`config.mk`:
```
export PLATFORM = sky130hd
export DESIGN_NAME = intr_entry_seq
export DESIGN_NICKNAME = d
export VERILOG_FILES = /design/src/rtl/intr_entry_pkg.sv /design/src/rtl/intr_src_arb.sv /design/src/rtl/intr_entry_fsm.sv /design/src/rtl/intr_entry_seq.sv
export SDC_FILE = /design/constraint.sdc
export NUM_CORES = 1
export LEC_CHECK = 0
export BUFFER_PORTS_ARGS = -buffer_cell sky130_fd_sc_hd__buf_2
export CORE_AREA = 4 4 144 111
export CTS_BUF_LIST = sky130_fd_sc_hd__clkbuf_2 sky130_fd_sc_hd__clkbuf_4 sky130_fd_sc_hd__clkbuf_8
export CTS_CLUSTER_DIAMETER = 100
export DETAILED_ROUTE_END_ITERATION = 6
export DIE_AREA = 0 0 148 115
export PLACE_DENSITY_LB_ADDON = 0.1
export SLEW_MARGIN = 20
export SYNTH_ARGS = -nofsm -noshare
export SYNTH_HDL_FRONTEND = slang
export SYNTH_SLANG_ARGS = --single-unit
export TNS_END_PERCENT = 10
```
`constraint.sdc`:
```
create_clock -name clk -period 3.15 [get_ports clk]
set_input_delay 0.1575 -clock clk [delete_from_list [all_inputs] [get_ports clk]]
set_output_delay 0.1575 -clock clk [all_outputs]
set_load 0.05 [all_outputs]
```
`src/rtl/intr_entry_pkg.sv`:
```
package intr_entry_pkg;

    // flag bit positions of the core's flags word
    localparam int TF_BIT = 8;
    localparam int IF_BIT = 9;
    localparam int OF_BIT = 11;

    // physical address = segment << SEG_SHIFT + offset
    localparam int SEG_SHIFT = 4;

    // fixed type numbers
    localparam logic [7:0] TYPE_DIV  = 8'd0;
    localparam logic [7:0] TYPE_STEP = 8'd1;
    localparam logic [7:0] TYPE_NMI  = 8'd2;
    localparam logic [7:0] TYPE_BRK  = 8'd3;
    localparam logic [7:0] TYPE_OVF  = 8'd4;

    typedef enum logic [2:0] {
        SRC_NONE,
        SRC_DIV,
        SRC_SWI,
        SRC_BRK,
        SRC_OVF,
        SRC_NMI,
        SRC_INTR,
        SRC_STEP
    } src_e;

    typedef enum logic [3:0] {
        S_IDLE,
        S_ACK1,
        S_ACK_GAP,
        S_ACK2,
        S_PUSH_FL,
        S_PUSH_CS,
        S_PUSH_IP,
        S_RD_IP,
        S_RD_CS,
        S_LOAD,
        S_DONE
    } seq_state_e;

endpackage

```
`src/rtl/intr_src_arb.sv`:
```
module intr_src_arb
    import intr_entry_pkg::*;
#(
    parameter int TYPE_W = 8
) (
    input  logic              clk,
    input  logic              rst_n,
    input  logic              div_err_i,
    input  logic              swi_req_i,
    input  logic [TYPE_W-1:0] swi_type_i,
    input  logic              brk_req_i,
    input  logic              into_req_i,
    input  logic              of_i,
    input  logic              if_i,
    input  logic              tf_i,
    input  logic              nmi_i,
    input  logic              intr_i,
    input  logic              take_i,
    output logic              req_o,
    output src_e              src_o,
    output logic [TYPE_W-1:0] type_o
);

    logic nmi_q;
    logic nmi_pend_q;
    logic nmi_edge;
    logic nmi_any;

    assign nmi_edge = nmi_i & ~nmi_q;
    assign nmi_any  = nmi_pend_q | nmi_edge;

    // fixed priority chain
    always_comb begin
        src_o  = SRC_NONE;
        type_o = '0;
        if (div_err_i) begin
            src_o  = SRC_DIV;
            type_o = TYPE_W'(TYPE_DIV);
        end else if (swi_req_i) begin
            src_o  = SRC_SWI;
            type_o = swi_type_i;
        end else if (brk_req_i) begin
            src_o  = SRC_BRK;
            type_o = TYPE_W'(TYPE_BRK);
        end else if (into_req_i && of_i) begin
            src_o  = SRC_OVF;
            type_o = TYPE_W'(TYPE_OVF);
        end else if (nmi_any) begin
            src_o  = SRC_NMI;
            type_o = TYPE_W'(TYPE_NMI);
        end else if (intr_i && if_i) begin
            src_o  = SRC_INTR;
            type_o = '0;
        end else if (tf_i) begin
            src_o  = SRC_STEP;
            type_o = TYPE_W'(TYPE_STEP);
        end
    end

    assign req_o = (src_o != SRC_NONE);

    always_ff @(posedge clk or negedge rst_n) begin
        if (!rst_n) begin
            nmi_q      <= 1'b0;
            nmi_pend_q <= 1'b0;
        end else begin
            nmi_q <= nmi_i;
            if (take_i && src_o == SRC_NMI)
                nmi_pend_q <= 1'b0;
            else
                nmi_pend_q <= nmi_any;
        end
    end

    // a latched edge survives until its own grant
    a_r5_nmi_hold: assert property (@(posedge clk) disable iff (!rst_n)
        nmi_pend_q && !(take_i && src_o == SRC_NMI) |=> nmi_pend_q);

    // maskable source only chosen with enable set
    a_r6_intr_masked: assert property (@(posedge clk) disable iff (!rst_n)
        src_o == SRC_INTR |-> if_i && intr_i);

endmodule

```
`src/rtl/intr_entry_fsm.sv`:
```
module intr_entry_fsm
    import intr_entry_pkg::*;
#(
    parameter int ADDR_W = 20,
    parameter int DATA_W = 16,
    parameter int TYPE_W = 8
) (
    input  logic              clk,
    input  logic              rst_n,
    input  logic              boundary_i,
    input  logic              req_i,
    input  src_e              src_i,
    input  logic [TYPE_W-1:0] type_i,
    input  logic [TYPE_W-1:0] ack_data_i,
    input  logic [DATA_W-1:0] flags_i,
    input  logic [DATA_W-1:0] cs_i,
    input  logic [DATA_W-1:0] ip_i,
    input  logic [DATA_W-1:0] ss_i,
    input  logic [DATA_W-1:0] sp_i,
    input  logic [DATA_W-1:0] mem_rdata_i,
    input  logic              mem_rdy_i,
    output logic              take_o,
    output logic              inta_o,
    output logic              mem_req_o,
    output logic              mem_we_o,
    output logic [ADDR_W-1:0] mem_addr_o,
    output logic [DATA_W-1:0] mem_wdata_o,
    output logic              load_o,
    output logic [DATA_W-1:0] new_cs_o,
    output logic [DATA_W-1:0] new_ip_o,
    output logic [DATA_W-1:0] new_sp_o,
    output logic [DATA_W-1:0] new_flags_o,
    output logic              done_o
);

    localparam int WORD_BYTES  = DATA_W / 8;
    localparam int ENTRY_BYTES = 2 * WORD_BYTES;
    localparam int ENTRY_SHIFT = $clog2(ENTRY_BYTES);
    localparam logic [DATA_W-1:0] CLR_MASK =
        ~((DATA_W'(1) << TF_BIT) | (DATA_W'(1) << IF_BIT));

    seq_state_e state_q, state_d;

    logic [TYPE_W-1:0] type_q;
    logic [DATA_W-1:0] flags_q, cs_q, ip_q, ss_q, sp_q;
    logic [DATA_W-1:0] vip_q, vcs_q;
    logic [DATA_W-1:0] sp_dec;
    logic [ADDR_W-1:0] stk_addr;
    logic [ADDR_W-1:0] vec_addr;
    logic              pushing;

    assign take_o   = (state_q == S_IDLE) && boundary_i && req_i;
    assign sp_dec   = sp_q - DATA_W'(WORD_BYTES);
    assign stk_addr = (ADDR_W'(ss_q) << SEG_SHIFT) + ADDR_W'(sp_dec);
    assign vec_addr = ADDR_W'(type_q) << ENTRY_SHIFT;
    assign pushing  = (state_q == S_PUSH_FL) || (state_q == S_PUSH_CS) ||
                      (state_q == S_PUSH_IP);

    // next state
    always_comb begin
        state_d = state_q;
        unique case (state_q)
            S_IDLE:    if (take_o) state_d = (src_i == SRC_INTR) ? S_ACK1 : S_PUSH_FL;
            S_ACK1:    state_d = S_ACK_GAP;
            S_ACK_GAP: state_d = S_ACK2;
            S_ACK2:    state_d = S_PUSH_FL;
            S_PUSH_FL: if (mem_rdy_i) state_d = S_PUSH_CS;
            S_PUSH_CS: if (mem_rdy_i) state_d = S_PUSH_IP;
            S_PUSH_IP: if (mem_rdy_i) state_d = S_RD_IP;
            S_RD_IP:   if (mem_rdy_i) state_d = S_RD_CS;
            S_RD_CS:   if (mem_rdy_i) state_d = S_LOAD;
            S_LOAD:    state_d = S_DONE;
            S_DONE:    state_d = S_IDLE;
            default:   state_d = S_IDLE;
        endcase
    end

    // state register
    always_ff @(posedge clk or negedge rst_n) begin
        if (!rst_n) state_q <= S_IDLE;
        else        state_q <= state_d;
    end

    // captured context and vector
    always_ff @(posedge clk or negedge rst_n) begin
        if (!rst_n) begin
            type_q  <= '0;
            flags_q <= '0;
            cs_q    <= '0;
            ip_q    <= '0;
            ss_q    <= '0;
            sp_q    <= '0;
            vip_q   <= '0;
            vcs_q   <= '0;
        end else begin
            if (take_o) begin
                type_q  <= type_i;
                flags_q <= flags_i;
                cs_q    <= cs_i;
                ip_q    <= ip_i;
                ss_q    <= ss_i;
                sp_q    <= sp_i;
            end
            if (state_q == S_ACK2)
                type_q <= ack_data_i;
            if (pushing && mem_rdy_i)
                sp_q <= sp_dec;
            if (state_q == S_RD_IP && mem_rdy_i)
                vip_q <= mem_rdata_i;
            if (state_q == S_RD_CS && mem_rdy_i)
                vcs_q <= mem_rdata_i;
        end
    end

    // outputs
    always_comb begin
        inta_o      = 1'b0;
        mem_req_o   = 1'b0;
        mem_we_o    = 1'b0;
        mem_addr_o  = '0;
        mem_wdata_o = '0;
        load_o      = 1'b0;
        done_o      = 1'b0;
        unique case (state_q)
            S_ACK1, S_ACK2: inta_o = 1'b1;
            S_PUSH_FL: begin
                mem_req_o   = 1'b1;
                mem_we_o    = 1'b1;
                mem_addr_o  = stk_addr;
                mem_wdata_o = flags_q;
            end
            S_PUSH_CS: begin
                mem_req_o   = 1'b1;
                mem_we_o    = 1'b1;
                mem_addr_o  = stk_addr;
                mem_wdata_o = cs_q;
            end
            S_PUSH_IP: begin
                mem_req_o   = 1'b1;
                mem_we_o    = 1'b1;
                mem_addr_o  = stk_addr;
                mem_wdata_o = ip_q;
            end
            S_RD_IP: begin
                mem_req_o  = 1'b1;
                mem_addr_o = vec_addr;
            end
            S_RD_CS: begin
                mem_req_o  = 1'b1;
                mem_addr_o = vec_addr + ADDR_W'(WORD_BYTES);
            end
            S_LOAD:  load_o = 1'b1;
            S_DONE:  done_o = 1'b1;
            default: ;
        endcase
    end

    assign new_cs_o    = vcs_q;
    assign new_ip_o    = vip_q;
    assign new_sp_o    = sp_q;
    assign new_flags_o = flags_q & CLR_MASK;

    // stalled access is held unchanged
    a_r11_stall_hold: assert property (@(posedge clk) disable iff (!rst_n)
        mem_req_o && !mem_rdy_i |=> mem_req_o && $stable(mem_addr_o) && $stable(mem_we_o));

    // every read lands inside the vector table
    a_r3_read_in_table: assert property (@(posedge clk) disable iff (!rst_n)
        mem_req_o && !mem_we_o |-> (mem_addr_o >> (TYPE_W + ENTRY_SHIFT)) == '0);

    // done follows load by one cycle
    a_r4_done_after_load: assert property (@(posedge clk) disable iff (!rst_n)
        load_o |=> done_o && !load_o);

    // two separate pulses, never with memory traffic
    a_r6_inta_gap: assert property (@(posedge clk) disable iff (!rst_n)
        inta_o |=> !inta_o);
    a_r6_no_mem_in_ack: assert property (@(posedge clk) disable iff (!rst_n)
        inta_o |-> !mem_req_o);

    // service routine starts with trap and enable clear
    a_r2_flags_cleared: assert property (@(posedge clk) disable iff (!rst_n)
        load_o |-> !new_flags_o[TF_BIT] && !new_flags_o[IF_BIT]);

endmodule

```
`src/rtl/intr_entry_seq.sv`:
```
module intr_entry_seq
    import intr_entry_pkg::*;
#(
    parameter int ADDR_W = 20,
    parameter int DATA_W = 16,
    parameter int TYPE_W = 8
) (
    input  logic              clk,
    input  logic              rst_n,
    input  logic              boundary_i,
    input  logic              div_err_i,
    input  logic              swi_req_i,
    input  logic [TYPE_W-1:0] swi_type_i,
    input  logic              brk_req_i,
    input  logic              into_req_i,
    input  logic              nmi_i,
    input  logic              intr_i,
    output logic              inta_o,
    input  logic [TYPE_W-1:0] ack_data_i,
    input  logic [DATA_W-1:0] flags_i,
    input  logic [DATA_W-1:0] cs_i,
    input  logic [DATA_W-1:0] ip_i,
    input  logic [DATA_W-1:0] ss_i,
    input  logic [DATA_W-1:0] sp_i,
    output logic              mem_req_o,
    output logic              mem_we_o,
    output logic [ADDR_W-1:0] mem_addr_o,
    output logic [DATA_W-1:0] mem_wdata_o,
    input  logic [DATA_W-1:0] mem_rdata_i,
    input  logic              mem_rdy_i,
    output logic              load_o,
    output logic [DATA_W-1:0] new_cs_o,
    output logic [DATA_W-1:0] new_ip_o,
    output logic [DATA_W-1:0] new_sp_o,
    output logic [DATA_W-1:0] new_flags_o,
    output logic              done_o
);

    logic              take;
    logic              req;
    src_e              src;
    logic [TYPE_W-1:0] sel_type;

    intr_src_arb #(.TYPE_W(TYPE_W)) arb_i (
        .clk        (clk),
        .rst_n      (rst_n),
        .div_err_i  (div_err_i),
        .swi_req_i  (swi_req_i),
        .swi_type_i (swi_type_i),
        .brk_req_i  (brk_req_i),
        .into_req_i (into_req_i),
        .of_i       (flags_i[OF_BIT]),
        .if_i       (flags_i[IF_BIT]),
        .tf_i       (flags_i[TF_BIT]),
        .nmi_i      (nmi_i),
        .intr_i     (intr_i),
        .take_i     (take),
        .req_o      (req),
        .src_o      (src),
        .type_o     (sel_type)
    );

    intr_entry_fsm #(.ADDR_W(ADDR_W), .DATA_W(DATA_W), .TYPE_W(TYPE_W)) fsm_i (
        .clk         (clk),
        .rst_n       (rst_n),
        .boundary_i  (boundary_i),
        .req_i       (req),
        .src_i       (src),
        .type_i      (sel_type),
        .ack_data_i  (ack_data_i),
        .flags_i     (flags_i),
        .cs_i        (cs_i),
        .ip_i        (ip_i),
        .ss_i        (ss_i),
        .sp_i        (sp_i),
        .mem_rdata_i (mem_rdata_i),
        .mem_rdy_i   (mem_rdy_i),
        .take_o      (take),
        .inta_o      (inta_o),
        .mem_req_o   (mem_req_o),
        .mem_we_o    (mem_we_o),
        .mem_addr_o  (mem_addr_o),
        .mem_wdata_o (mem_wdata_o),
        .load_o      (load_o),
        .new_cs_o    (new_cs_o),
        .new_ip_o    (new_ip_o),
        .new_sp_o    (new_sp_o),
        .new_flags_o (new_flags_o),
        .done_o      (done_o)
    );

endmodule

```
==> results.ini <==
[clock_network]
cts.sinks = 126
cts_buffers = 17
tritoncts = done
clkTransAtPathRegs_ps = 70
clk_path_buf_depth = 2
htreeDepth = 4
cts-root-buf = clkbuf_8
worstSkewPairLatency_ps = 450

[sta]
grt_setup_unrepaired = true
worstMarginPinSlew_ps = 812
slew_headroom_pct = 45.7
fin_crit_sh_pct = 122
setup_viol = 12
fin_ws_ps = -692
slew_violations = 0
period_needed_ps = 3840
clock.fmax_mhz = 260
finClkSkew_ps = 9.45
finalHoldViolations = 0

[synth]
synth_cell_types = 66
synth-edff-count = 0
ys_ff_latch = 126
syn-instance-count = 778
ys.flop_type = dfrtp_1
synth_warnings = 0
ys_async_sr_fraction_pct = 100
syn_area_um2 = 6900
syn_area_per_cell_um2 = 8.87
yosysSeqAreaShare_pct = 45.7

[final_layout]
nNetsFinal = 1272
stdcell_area_um2 = 10300
final_cell_mix = 233 x nand2_1, 210 x buf_2, 122 x dfrtp_1, 106 x dlygate4sd3_1, 67 x buf_4
final_common_cell = nand2_1
area.growth.synth_to_final_pct = 48.8
drive_above_1_share_pct = 35.6

[detailed_routing]
routed-via-count = 7059
post_drt_wl_per_cell_um = 17.1
drt_iter0_drc = 546
via_per_inst = 5.23
drc = 0
ant_nets = 0
drt_wl_total_mm = 23.1
first_pass_iters = 5

[grt]
grt_pass1_wl_mm = 36.5
antenna_found_initial = 1
track_usage_pct = 27.0
grt-ovfl-total = 0
grt_max_degree = 71
grt_pass1_vias = 6994

[critical_path]
startpoint_type = flop
worstPathRequired_ps = 2990
cp.arrival_ps = 3680
worstPathMaxFanout = 5
endpoint_kind = primary output
crit_type = flop to primary output
rrSetupSlack_ps = 760

[power]
power_density_nw_per_um2 = 1260
irDropWorstVdd_mv = 1.25
p_leak_nw = 5.20

[placed_design]
place_ws_ps = -236
io_buffers = 224
placed_cell_area_um2 = 8590
dp_hpwl_mm = 15.4
gp_congestion = 0.884

[die]
initial_core_util_pct = 47.7
fp.coreArea_um2 = 14500
rows = 38
ios = 227
dieArea_um2 = 17000
die_h_um = 115
die_w_um = 148

[run_status]
violations = setup timing
status = complete, but fails checks

[min_path]
hold_path_class = primary input to flop

[flow_run]
cap_violations = 0

## synthesized netlist by cell type, types with 7 or more instances
cell      instances  area (µm²)
buf_4            17         128
a21oi_1          31         155
nor3_1           15        75.1
clkbuf_1         27         101
xor2_1           11        96.3
mux2i_1          22         220
nor4_1            7        43.8
o21ai_0          35         175
buf_2            10        50.1
a221o_1          11         110
mux2_2           32         360
nand3_1          10        50.1
ha_1             14         175
nand2_1         234         878
inv_1            21        78.8
a21o_1            8        60.1
xnor2_1           8        70.1
nor2_1           57         214
dfrtp_1         126        3150
## report_power, final
group          total [mW]  internal [mW]  switching, mW
clock                1.42          0.734          0.685
sequential           2.86           2.34          0.517
combinational        8.62           2.88           5.74
total                12.9           5.95           6.94
## path summary, 6_finish.rpt
check	start	endpoint	cells after the start
worst min register to register	fsm_i.cs_q[13]	fsm_i.cs_q[13]	2
min in group asynchronous	rst_n	fsm_i.new_ip_o[15]	2
worst max register to register	fsm_i.state_q[2]	fsm_i.cs_q[14]	6
max in group asynchronous	rst_n	fsm_i.ss_q[5]	3
worst min-delay path	swi_type_i[4]	fsm_i.type_q[4]	3
worst max-delay path	fsm_i.new_sp_o[1]	mem_addr_o[16]	12
## critical path, cell delays in order (launching register included)
cell,delay [ps]
dfrtp_2,400
or4_4,570
nor4b_4,260
buf_4,170
nand2_1,80
xnor2_1,250
ha_1,330
a21o_1,220
a31o_2,280
a21oi_1,180
o21ai_2,110
mux2i_4,190
buf_4,190
## registers in the layout, indices dropped and copies added (netlist names)
signal	flops
arb_i.nmi_pend_q	1
fsm_i.type_q	8
arb_i.nmi_q	1
fsm_i.new_cs_o	16
fsm_i.new_sp_o	16
fsm_i.new_ip_o	16
fsm_i.state_q	4
fsm_i.ip_q	16
fsm_i.cs_q	16
fsm_i.ss_q	16
fsm_i.flags_q	16
## stage by stage
| step | utilization (%) | power, mW | TNS [ps] | std cells | hold WS (ps) |
|---|---|---|---|---|---|
| floorplan | - | 8.62 | -1800 | 779 | -138 |
| global placement | 59.4 | 10.7 | -819 | 1207 | 250 |
| detailed placement | 59.4 | 10.8 | -1230 | 1207 | 248 |
| CTS | 70.5 | 12.7 | -5440 | 1347 | 3.13 |
| global route | 71.0 | 13.7 | -7540 | 1349 | 5.80 |
| finish | 71.0 | 12.9 | -5570 | 1351 | 22.7 |
## kinds of logic after synthesis
group | synth area share [%]
other cells | 0.0543
compound gates | 12.3
flops | 45.7
simple gates | 22.8
fa+ha+maj | 2.83
buf+inv | 5.46
xor+xnor | 2.41
mux | 8.41
## layout make-up
class | count | area, µm²
Multi-Input combinational cell | 575 | 3610
Sequential cell | 126 | 3160
Antenna cell | 3 | 7.51
Tap cell | 200 | 250
Fill cell | 1129 | 4190
Timing Repair Buffer | 394 | 2770
Inverter | 21 | 78.8
Clock inverter | 13 | 141
Clock buffer | 19 | 255
## metal layers
metal,wire [µm],global-route usage [%],share of wire [%]
met2,10300,41.2,45
met5,0,0,0
met4,878,12.5,3.8
met3,1670,5.16,7.2
met1,10200,37.7,44
## timing repair
action / CTS / global route
endpoints found under the setup margin: 13 / 15
hold endpoints to repair: 174 / 0
pin swaps: 8 / 2
resized for setup: 38 / 14
hold buffers: 106 / 0
buffers inserted: 2 / 1
(Power assumes the default switching activity.)
